**src/rtl/fpu_issue_gate.sv**
```systemverilog
module fpu_issue_gate #(
  parameter int NREG = 32,
  parameter int CW   = 6
) (
  input  logic                    clk,
  input  logic                    rst,
  input  logic                    req_valid,
  input  logic [3:0]              req_op,
  input  logic [$clog2(NREG)-1:0] req_dst,
  input  logic [$clog2(NREG)-1:0] req_src_a,
  input  logic [$clog2(NREG)-1:0] req_src_b,
  input  logic                    sqrt_done,
  output logic                    grant,
  output logic [1:0]              stall_why
);
  localparam int RW = $clog2(NREG);
  localparam logic [1:0] U_MOV = 2'd0, U_ADD = 2'd1, U_MUL = 2'd2, U_DIV = 2'd3;
  localparam logic [3:0] OP_SQRT = 4'd8;

  logic [CW-1:0] unit_cnt [4];
  logic [CW-1:0] reg_cnt [NREG];
  logic          sq_pend;
  logic [RW-1:0] sq_dst;

  logic [1:0]    op_unit;
  logic [CW-1:0] op_lat, op_rep;

  // class table: R3..R8
  always_comb begin
    op_unit = U_ADD;
    op_lat  = CW'(4);
    op_rep  = CW'(3);
    case (req_op)
      4'd0:  begin op_unit = U_MOV; op_lat = CW'(1);  op_rep = CW'(1);  end
      4'd2:  begin                  op_lat = CW'(3);  op_rep = CW'(2);  end
      4'd3:  begin                  op_lat = CW'(2);  op_rep = CW'(1);  end
      4'd4:  begin op_unit = U_MUL; op_lat = CW'(7);  op_rep = CW'(3);  end
      4'd5:  begin op_unit = U_MUL; op_lat = CW'(8);  op_rep = CW'(4);  end
      4'd6:  begin op_unit = U_DIV; op_lat = CW'(23); op_rep = CW'(22); end
      4'd7:  begin op_unit = U_DIV; op_lat = CW'(36); op_rep = CW'(35); end
      4'd8:  begin op_unit = U_DIV; op_lat = CW'(1);  op_rep = CW'(1);  end
      4'd9:  begin                  op_lat = CW'(6);  op_rep = CW'(5);  end
      4'd10: begin                  op_lat = CW'(5);  op_rep = CW'(4);  end
      4'd11: begin                  op_lat = CW'(7);  op_rep = CW'(6);  end
      4'd13: begin                  op_lat = CW'(2);  op_rep = CW'(1);  end
      default: ;
    endcase
  end

  wire is_sqrt   = (req_op == OP_SQRT);
  wire unit_busy = (unit_cnt[op_unit] != '0) ||
                   (op_unit == U_DIV && sq_pend && !sqrt_done);
  wire wait_a    = (reg_cnt[req_src_a] != '0) || (sq_pend && sq_dst == req_src_a);
  wire wait_b    = (reg_cnt[req_src_b] != '0) || (sq_pend && sq_dst == req_src_b);

  assign grant     = req_valid && !unit_busy && !wait_a && !wait_b;
  assign stall_why = (!req_valid || grant) ? 2'd0 : (unit_busy ? 2'd1 : 2'd2);

  always_ff @(posedge clk) begin
    if (rst) begin
      for (int u = 0; u < 4; u++) unit_cnt[u] <= '0;
      for (int r = 0; r < NREG; r++) reg_cnt[r] <= '0;
      sq_pend <= 1'b0;
      sq_dst  <= '0;
    end else begin
      for (int u = 0; u < 4; u++)
        if (grant && op_unit == 2'(u))  unit_cnt[u] <= op_rep - CW'(1);
        else if (unit_cnt[u] != '0)     unit_cnt[u] <= unit_cnt[u] - CW'(1);
      for (int r = 0; r < NREG; r++)
        if (grant && req_dst == RW'(r)) reg_cnt[r] <= is_sqrt ? '0 : op_lat - CW'(1);
        else if (reg_cnt[r] != '0)      reg_cnt[r] <= reg_cnt[r] - CW'(1);
      if (grant && is_sqrt) begin
        sq_pend <= 1'b1;
        sq_dst  <= req_dst;
      end else if (sqrt_done) begin
        sq_pend <= 1'b0;
      end
    end
  end
endmodule


```
**config.mk**
```make
export PLATFORM = sky130hd
export DESIGN_NAME = fpu_issue_gate
export DESIGN_NICKNAME = d
export VERILOG_FILES = /design/src/rtl/fpu_issue_gate.sv
export SDC_FILE = /design/constraint.sdc
export NUM_CORES = 1
export LEC_CHECK = 0
export CAP_MARGIN = 30
export CORE_MARGIN = 1
export CORE_UTILIZATION = 45
export DETAILED_ROUTE_END_ITERATION = 10
export PLACE_DENSITY = 0.64
export SLEW_MARGIN = 30
export SYNTH_ARGS = -nofsm -noshare
export SYNTH_HDL_FRONTEND = slang
export SYNTH_SLANG_ARGS = --single-unit
```
**constraint.sdc**
```tcl
create_clock -name clk -period 5.2 [get_ports clk]
set_clock_uncertainty 0.05 [all_clocks]
set_input_delay 0.78 -clock clk [delete_from_list [all_inputs] [get_ports clk]]
set_output_delay 0.78 -clock clk [all_outputs]
set_load 0.005 [all_outputs]
```
; Word level (Yosys, flattened, before mapping)
; Memory sizes are Yosys's and may differ from the RTL's.
; Cells that the tools add are included.
[totals]
latch_bits = 0
reg_bits = 6
n_memories = 2
ramBits = 216
romBits = 0
[op_classes]
order_cmp = 0
add_sub_neg = 38
div_mod_pow = 0
n_mux = 334
n_eq_ne = 47
n_shift = 0
bitwise_logic = 72
multipliers = 0
n_reduce_logical = 103
[memory_table]
columns = name, depth, word_bits, rd, rd_ports_with_merged_regs, wr, line
row1 = reg_cnt, 32, 6, 34, 0, 32, 21  ; logic [CW-1:0] reg_cnt [NREG];
row2 = unit_cnt, 4, 6, 5, 0, 4, 20  ; logic [CW-1:0] unit_cnt [4];
[op_table]
columns = cell, n
row1 = $mux 6, 73
row2 = $mux 1, 256
row3 = $reduce_bool 6->1, 39
row4 = $sub 6x1->6 const B, 38
row5 = $eq 5x5->1 const B, 16
row6 = $or 1x1->1, 72
row7 = $pmux 6 s9, 1
row8 = $logic_and 1x1->1, 44
row9 = $pmux 6 s7, 1
row10 = $eq 5x4->1 const B, 8
row11 = $eq 4x4->1 const B, 5
row12 = $eq 5x3->1 const B, 4
row13 = $eq 4x3->1 const B, 4
row14 = $eq 5x2->1 const B, 2
row15 = $eq 5x5->1, 2
row16 = $reduce_or 2->1, 5
row17 = $eq 4x2->1 const B, 2
row18 = $pmux 2 s3, 1
row19 = $eq 5x1->1 const B, 1
row20 = $logic_not 1->1, 5
row21 = $logic_not 5->1, 1
row22 = $eq 2x2->1 const B, 2
row23 = $logic_not 4->1, 1
row24 = $logic_or 1x1->1, 4
row25 = 6 further kinds, 7

; Longest topological paths before layout
; Gate-level depths: netlist of run 1.
[depth]
word_depth = 17
depth_mapped = 13
mapped_depth_nobuf = 9

; Worst setup path before layout of run 1
; No wires, ideal clock.
[synth_timing]
path_kind = input to output
startpoint = in req_src_a[1]
endpoint = out stall_why[1]
n_path_buf = 4
cell_stages = 10
required_time_ns = 4.370
slack_ns = 1.739
arrival_time_ns = 2.631
path_cell_list = buf_2 -> buf_2 -> buf_1 -> a21oi_1 -> a2111o_1 -> a211oi_1 -> nand4_4 -> clkinv_2 -> buf_6 -> nor2_1
[synth_via]
elab_chain_cells = 8
word_cells_on_any_way = 10
classes_between = eq/ne (1) / mux (1) / reduce/logical (7) / memory (1)
[synth_rtl]
columns = item, line
row1 = start: declaration, 10  ; input logic [$clog2(NREG)-1:0] req_src_a,
row2 = $mem_v2 32x6 / $eq 5x5->1 (equally long branches), n/a
row3 = $reduce_bool 6->1 / $logic_and 1x1->1 (equally long branches), 53  ; wire wait_a = (reg_cnt[req_src_a] != '0) || (sq_pend && sq_dst == req_src_a);
row4 = $logic_or 1x1->1 *, 53
row5 = $logic_not 1->1 *, 56  ; assign grant = req_valid && !unit_busy && !wait_a && !wait_b;
row6 = $logic_and 1x1->1 * (2 in series), 56
row7 = via grant, 13  ; output logic grant,
row8 = $logic_or 1x1->1 *, 57  ; assign stall_why = (!req_valid || grant) ? 2'd0 : (unit_busy ? 2'd1 : 2'd2);
row9 = $mux 2 *, 57
row10 = end: declaration, 14  ; output logic [1:0] stall_why
; The timed path passes the listed nets; every way through them passes the cells marked *.

; Final worst setup path of run 1
[layout_timing]
startpoint = in req_src_b[2]
endpoint = out stall_why[1]
[layout_via]
elab_chain_cells = 7
word_cells_on_any_way = 9
classes_between = eq/ne (1) / mux (1) / reduce/logical (6) / memory (1)
[layout_rtl]
columns = item, line
row1 = start: declaration, 11  ; input logic [$clog2(NREG)-1:0] req_src_b,
row2 = $mem_v2 32x6 / $eq 5x5->1 (equally long branches), n/a
row3 = $reduce_bool 6->1 / $logic_and 1x1->1 (equally long branches), 54  ; wire wait_b = (reg_cnt[req_src_b] != '0) || (sq_pend && sq_dst == req_src_b);
row4 = $logic_or 1x1->1 *, 54
row5 = $logic_not 1->1 *, 56
row6 = $logic_and 1x1->1 *, 56
row7 = $logic_or 1x1->1 *, 57
row8 = $mux 2 *, 57
; Every way passes the cells marked *; elsewhere a longest branch is shown, timed or not.

==> flow_summary.json, run 1 <==
{
  "async_flop_share_pct": 0,
  "r2r-start": "reg_cnt[29][0]",
  "maxSlewHeadroom_pct": 37.8,
  "synth_top_flop_cell": "edfxtp_1",
  "r2r_cells": 9,
  "rr_endpoint": "reg_cnt[1][1]",
  "fin_crit_sh_pct": 87.8,
  "cts_tree": "yes",
  "yosysTopAreaCell": "edfxtp_1",
  "place_congestion": 0.926,
  "grtUsageTotal_pct": 22.7,
  "grt_pass1_wl_mm": 65.9,
  "fp.dieW_um": 192,
  "placed_area_mm2": 0.0171,
  "required_ps": 4370,
  "cts-resized-gates": 0,
  "cp-start-kind": "input pin",
  "rsz0062_at_grt": "no",
  "worstPathArrival_ps": 3740,
  "syn_area_mm2": 0.0163,
  "utilization_pct": 50.4,
  "initial_utilization_pct": 45.8,
  "antenna_found_initial": 0,
  "synth_edf_count": 216,
  "hp-class": "reg -> reg",
  "ys_types": 72,
  "wl_per_cell_um": 19.4,
  "power_density_mw_per_mm2": 571,
  "post-cts-setup-buffer-count": 0,
  "grt_max_degree": 74,
  "ioPinCount": 26,
  "die_area_mm2": 0.0370,
  "critical_path.slowest_cell": "clkdlybuf4s50_1",
  "cap_violations": 0,
  "hold_depth": 2,
  "drt-pass1-iter-count": 5,
  "hpwl_mm": 28.6,
  "detail_route.wirelength_mm": 41.7,
  "final_area_mm2": 0.0179,
  "syn_inst": 1658,
  "tightestPinTransition_ps": 933,
  "critPathMostFrequentCell": "clkdlybuf4s50_1",
  "crit_start": "req_src_b[2]",
  "htree_levels": 1,
  "final.setup.tns_ps": 0,
  "fmax_ghz": 0.219,
  "run_status": "complete, no violations",
  "yosysMostFrequentCell": "nor2_1",
  "row_count": 69,
  "core_area_mm2": 0.0356,
  "syn-mean-instance-area_um2": 9.83,
  "first_iter_violations": 1244,
  "path_cells": "clkdlybuf4s50_1 -> buf_4 -> mux4_2 -> a2bb2oi_1 -> a41oi_1 -> a32oi_1 -> nand4_4 -> clkinv_2 -> nor2_1 -> clkdlybuf4s50_1",
  "ant_nets": 0,
  "setup_violations": 0,
  "routed_via_density": 5.85,
  "vdd_ir_drop_max_v": 0.000306,
  "synth_commonest_cells": "261 x nor2_1, 216 x edfxtp_1, 177 x mux2_2, 145 x nand2_1, 80 x inv_1",
  "p_leak_uw": 0.00692,
  "cts-root-buf": "clkbuf_16",
  "vias": 12600,
  "drc": 0,
  "reg2reg_slack_ps": 1320,
  "drive_gt1_share_pct": 17.5,
  "critical_path.max_fanout": 17,
  "clkLatencyLatePin_ps": 530,
  "cts_buffer_depth": 3,
  "gr-total-overflow": 0,
  "synth_fp_nets": 1756,
  "n_antenna_cell": 0,
  "finalPower_uw": 10200,
  "slew_viol_final": 0,
  "ys_seq_area_share_pct": 40.6,
  "finalHoldViolCount": 0,
  "nNetsFinal": 1766,
  "period_needed_ps": 4570,
  "yosysTopAreaCellShare_pct": 39.8,
  "critical-path-max-stage-delay_ps": 550,
  "crit_path_end": "stall_why[1]",
  "postCtsHoldBufs": 0,
  "cp-end-kind": "output pin",
  "holdWs_ps": 476,
  "synthTopCellsByArea": "edfxtp_1 40%, mux2_2 12%, nor2_1 6.0%",
  "area_delta_synth_final_pct": 10.0,
  "portBuffers": 25,
  "ys.warnings.count": 0,
  "grt_pass1_vias": 12200,
  "cts_made_buffers": 26,
  "criticalPathCategory": "in -> out",
  "ys_ff_latch": 222,
  "die_h_um": 192,
  "clkTransAtPathRegs_ps": 60,
  "numClockSinks": 222
}
-- metal layers --
| layer | vias to the layer above | share of wire, % | global-route usage (%) | routed length (µm) |
|---|---|---|---|---|
| li1 | 6036 | - | - | - |
| met1 | 6065 | 44 | 30.9 | 18400 |
| met2 | 421 | 47 | 37.8 | 19800 |
| met3 | 54 | 6.5 | 3.20 | 2690 |
| met4 | 0 | 2.0 | 5.39 | 817 |
| met5 | - | 0 | 0 | 0 |
-- sequential cells by signal, indices dropped and copies added (netlist names) --
register / flops
sq_dst: 5
unit_cnt: 24
reg_cnt: 192
sq_pend: 1
-- final cells by class --
class / count / area (µm²)
clock buffers: 31 / 691
multi-input cells: 1280 / 9090
repair buffers: 57 / 520
inverters: 81 / 305
flip-flops and latches: 222 / 6610
fillers: 3248 / 17600
well taps: 461 / 577
clock inverters: 17 / 133
-- cell usage in the layout, fill, tap and decap left out, drive strengths merged, types with 47 or more instances in the layout --
| cell | count |
|---|---|
| ha | 75 |
| xnor2 | 62 |
| nor2 | 261 |
| a21oi | 47 |
| nand2 | 146 |
| nor3 | 70 |
| xor2 | 59 |
| inv | 80 |
| mux2 | 177 |
| edfxtp | 216 |
| nand3 | 60 |
-- how the worst min path moves through the flow --
| stage | startpoint | endpoint |
|---|---|---|
| CTS | sq_dst[0] | sq_dst[0] |
| global placement | sq_dst[2] | sq_dst[2] |
| floorplan | sq_dst[2] | sq_dst[2] |
| detailed placement | sq_dst[2] | sq_dst[2] |
| finish | sq_dst[0] | sq_dst[0] |
| global route | sq_dst[0] | sq_dst[0] |
-- kinds of logic after synthesis --
| group | after synthesis | share of synthesized area (%) |
|---|---|---|
| compound gates | 191 | 8.40 |
| flops | 222 | 40.6 |
| simple gates | 707 | 21.7 |
| mux | 186 | 13.2 |
| fa+ha+maj | 75 | 5.76 |
| buf+inv | 156 | 3.88 |
| xor+xnor | 121 | 6.51 |
-- report_power, final --
| part | internal [µW] | leakage [µW] | switching [µW] |
|---|---|---|---|
| Sequential | 3040 | 0.00251 | 748 |
| Clock | 1040 | 0.000413 | 754 |
| Combinational | 2150 | 0.00400 | 2500 |
| Total | 6240 | 0.00692 | 4000 |
-- stage by stage --
stage	cells	setup WS, ps
CTS	2148	676
global route	2149	518
detailed placement	2100	696
floorplan	1658	1740
global placement	2100	678
finish	2149	632
-- critical path: cells and delay by family --
family / cells / cell delay (ps)
buffers and inverters: 4 / 1560
multiplexers: 1 / 540
AND/OR/NAND/NOR: 2 / 270
AO/OA/AOI/OAI: 3 / 580
No activity file was read; power rests on OpenSTA's default activity.
==> run 2: changes to the inputs <==
- GPL_TIMING_DRIVEN: unset -> 0
==> run 2 against run 1 <==
First-iteration DRC count rose by 11%. Fmax is 10% lower. Flip-flop and latch count did not move. Sequential share of layout area down 0.062 points. Core utilization is 0.084 points higher. Combinational power barely moved. Largest power group unchanged.
==> flow_summary.json, run 2 (synthesized netlist as in run 1, its figures left out) <==
{
  "place_congestion": 0.919,
  "routed_via_density": 6.03,
  "worstPathArrival_ps": 4260,
  "power_frac_seq_pct": 36.5,
  "postCtsHoldBufs": 0,
  "grt_pass1_vias": 12700,
  "ant_nets": 0,
  "finalPower_uw": 10400,
  "period_needed_ps": 5090,
  "largest_register_ffs": 192,
  "top_register": "reg_cnt",
  "cp-start-kind": "input pin",
  "grt_max_degree": 14,
  "tightestPinTransition_ps": 1070,
  "die_h_um": 192,
  "cap_violations": 0,
  "switching_share_pct": 39.0,
  "wl_per_cell_um": 21.5,
  "nNetsFinal": 1802,
  "fin_crit_sh_pct": 97.9,
  "path_buf_inv": 5,
  "p_leak_uw": 0.00688,
  "fmax_ghz": 0.196,
  "dp_cells": 2134,
  "setup_violations": 0,
  "critical-path-max-stage-delay_ps": 570,
  "layout_commonest_cell": "nor2_1",
  "clkLatencyLatePin_ps": 540,
  "first_iter_violations": 1377,
  "ioPinCount": 26,
  "grtUsageTotal_pct": 25.6,
  "slew_viol_final": 0,
  "holdWs_ps": 448,
  "critical_path.slowest_cell": "clkdlybuf4s50_1",
  "top_regs": "reg_cnt (192), unit_cnt (24), sq_dst (5)",
  "p_int_uw": 6320,
  "cts_made_buffers": 27,
  "htree_levels": 1,
  "cp-end-kind": "output pin",
  "crit_start": "req_src_a[0]",
  "grt_pass1_wl_mm": 72.8,
  "rsz0062_at_grt": "no",
  "pre_cts_slack_ps": -405,
  "cts_tree": "yes",
  "finalHoldViolCount": 0,
  "portBuffers": 13,
  "initial_utilization_pct": 45.8,
  "drc": 0,
  "critical_path.max_fanout": 10,
  "maxSlewHeadroom_pct": 28.9,
  "hp-start": "sq_dst[2]",
  "fp.dieW_um": 192,
  "core_area_mm2": 0.0356,
  "hpwl_mm": 33.3,
  "detail_route.wirelength_mm": 46.9,
  "switching_power_uw": 4040,
  "critPathMostFrequentCell": "clkdlybuf4s50_1",
  "area_delta_synth_final_pct": 10.2,
  "final_cells": 2186,
  "required_ps": 4370,
  "die_area_mm2": 0.0370,
  "pwr-share-comb_pct": 45.0,
  "numClockSinks": 222,
  "gr-total-overflow": 0,
  "vdd_ir_drop_max_v": 0.000361,
  "path_cells": "clkdlybuf4s50_1 -> buf_2 -> nor4b_1 -> nor3_1 -> a211oi_1 -> a31oi_1 -> a211oi_2 -> nand4_4 -> clkinv_4 -> buf_6 -> clkdlybuf4s50_1",
  "hp-class": "reg -> reg",
  "vias": 13200,
  "crit_family": "buffers and inverters",
  "clkTransAtPathRegs_ps": 60,
  "r2r-start": "reg_cnt[29][3]",
  "run_status": "complete, no violations",
  "cts-root-buf": "clkbuf_16",
  "drt-pass1-iter-count": 6,
  "most-common-layout-cells": "260 x nor2_1, 216 x edfxtp_1, 177 x mux2_2",
  "criticalPathCategory": "in -> out",
  "antenna_found_initial": 0,
  "drive_gt1_share_pct": 16.2,
  "final.setup.tns_ps": 0,
  "cts_buffer_depth": 3,
  "power_density_mw_per_mm2": 577,
  "worst_slack_ps": 110,
  "row_count": 69,
  "clkPwrFrac_pct": 18.6
}
==> run 2: cell count changes in the layout (fill, tap and decap cells not counted), sizes merged <==
cell | before | now
buf | 33 | 23
bufinv | 2 | 4
clkbuf | 32 | 86
clkdlybuf4s15 | 0 | 1
clkdlybuf4s50 | 23 | 13
clkinv | 16 | 13
clkinvlp | 0 | 2
diode | 0 | 1
==> run 2: power by group through the flow <==
| stage | logic [µW] | registers (µW) | clock network, µW |
|---|---|---|---|
| 5_1_grt | 5190 | 3890 | 2010 |
| 4_1_cts | 4630 | 3760 | 1960 |
| 3_3_place_gp | 4460 | 3760 | 0 |
| 3_5_place_dp | 4580 | 3790 | 0 |
| 6_report | 4660 | 3780 | 1920 |
| 2_1_floorplan | 3720 | 3580 | 0 |
==> run 2: cell type report <==
| cell class | instances | area [µm²] |
|---|---|---|
| inverters | 81 | 309 |
| clock inverters | 18 | 195 |
| repair buffers | 17 | 160 |
| well taps | 461 | 577 |
| diodes | 1 | 2.50 |
| flip-flops and latches | 222 | 6610 |
| clock buffers | 31 | 691 |
| plain buffers | 75 | 337 |
| fillers | 3266 | 17600 |
| multi-input cells | 1280 | 9080 |
==> run 2: final timing paths <==
path | to | slack (ps) | cells past startpoint
worst max-delay path | grant | 110 | 11
worst min-delay path | sq_dst[2] | 450 | 2
worst max register to register | reg_cnt[20][5] | 1050 | 9
worst min register to register | sq_dst[2] | 450 | 2
==> run 2: timing repair <==
action | in CTS | in global routing
resized for setup | 5 | 0
setup buffers | 0 | 2
endpoints found under the setup margin | 2 | 2
pin swaps | 0 | 1
==> run 2: through the flow <==
stage	utilization [%]	instance area, µm²
after floorplan	-	16300
after global placement	47.8	17000
after detailed placement	47.9	17000
after CTS	50.4	17900
after global routing	50.5	18000
final	50.5	18000
==> run 2: worst register-to-register path, delay by kind of cell (launching register included) <==
family	cells	cell delay (ps)
and+or+nand+nor	3	1350
AOI/OAI and AO/OA	4	1440
buffers and inverters	2	520
DFF	1	470
==> run 2: per-layer routing <==
layer	up-vias	GRT usage (%)	share of wire, %
li1	6118	-	-
met1	6387	35.0	43
met2	562	41.6	46
met3	107	3.38	7.6
met4	0	8.69	3.3
met5	-	0	0
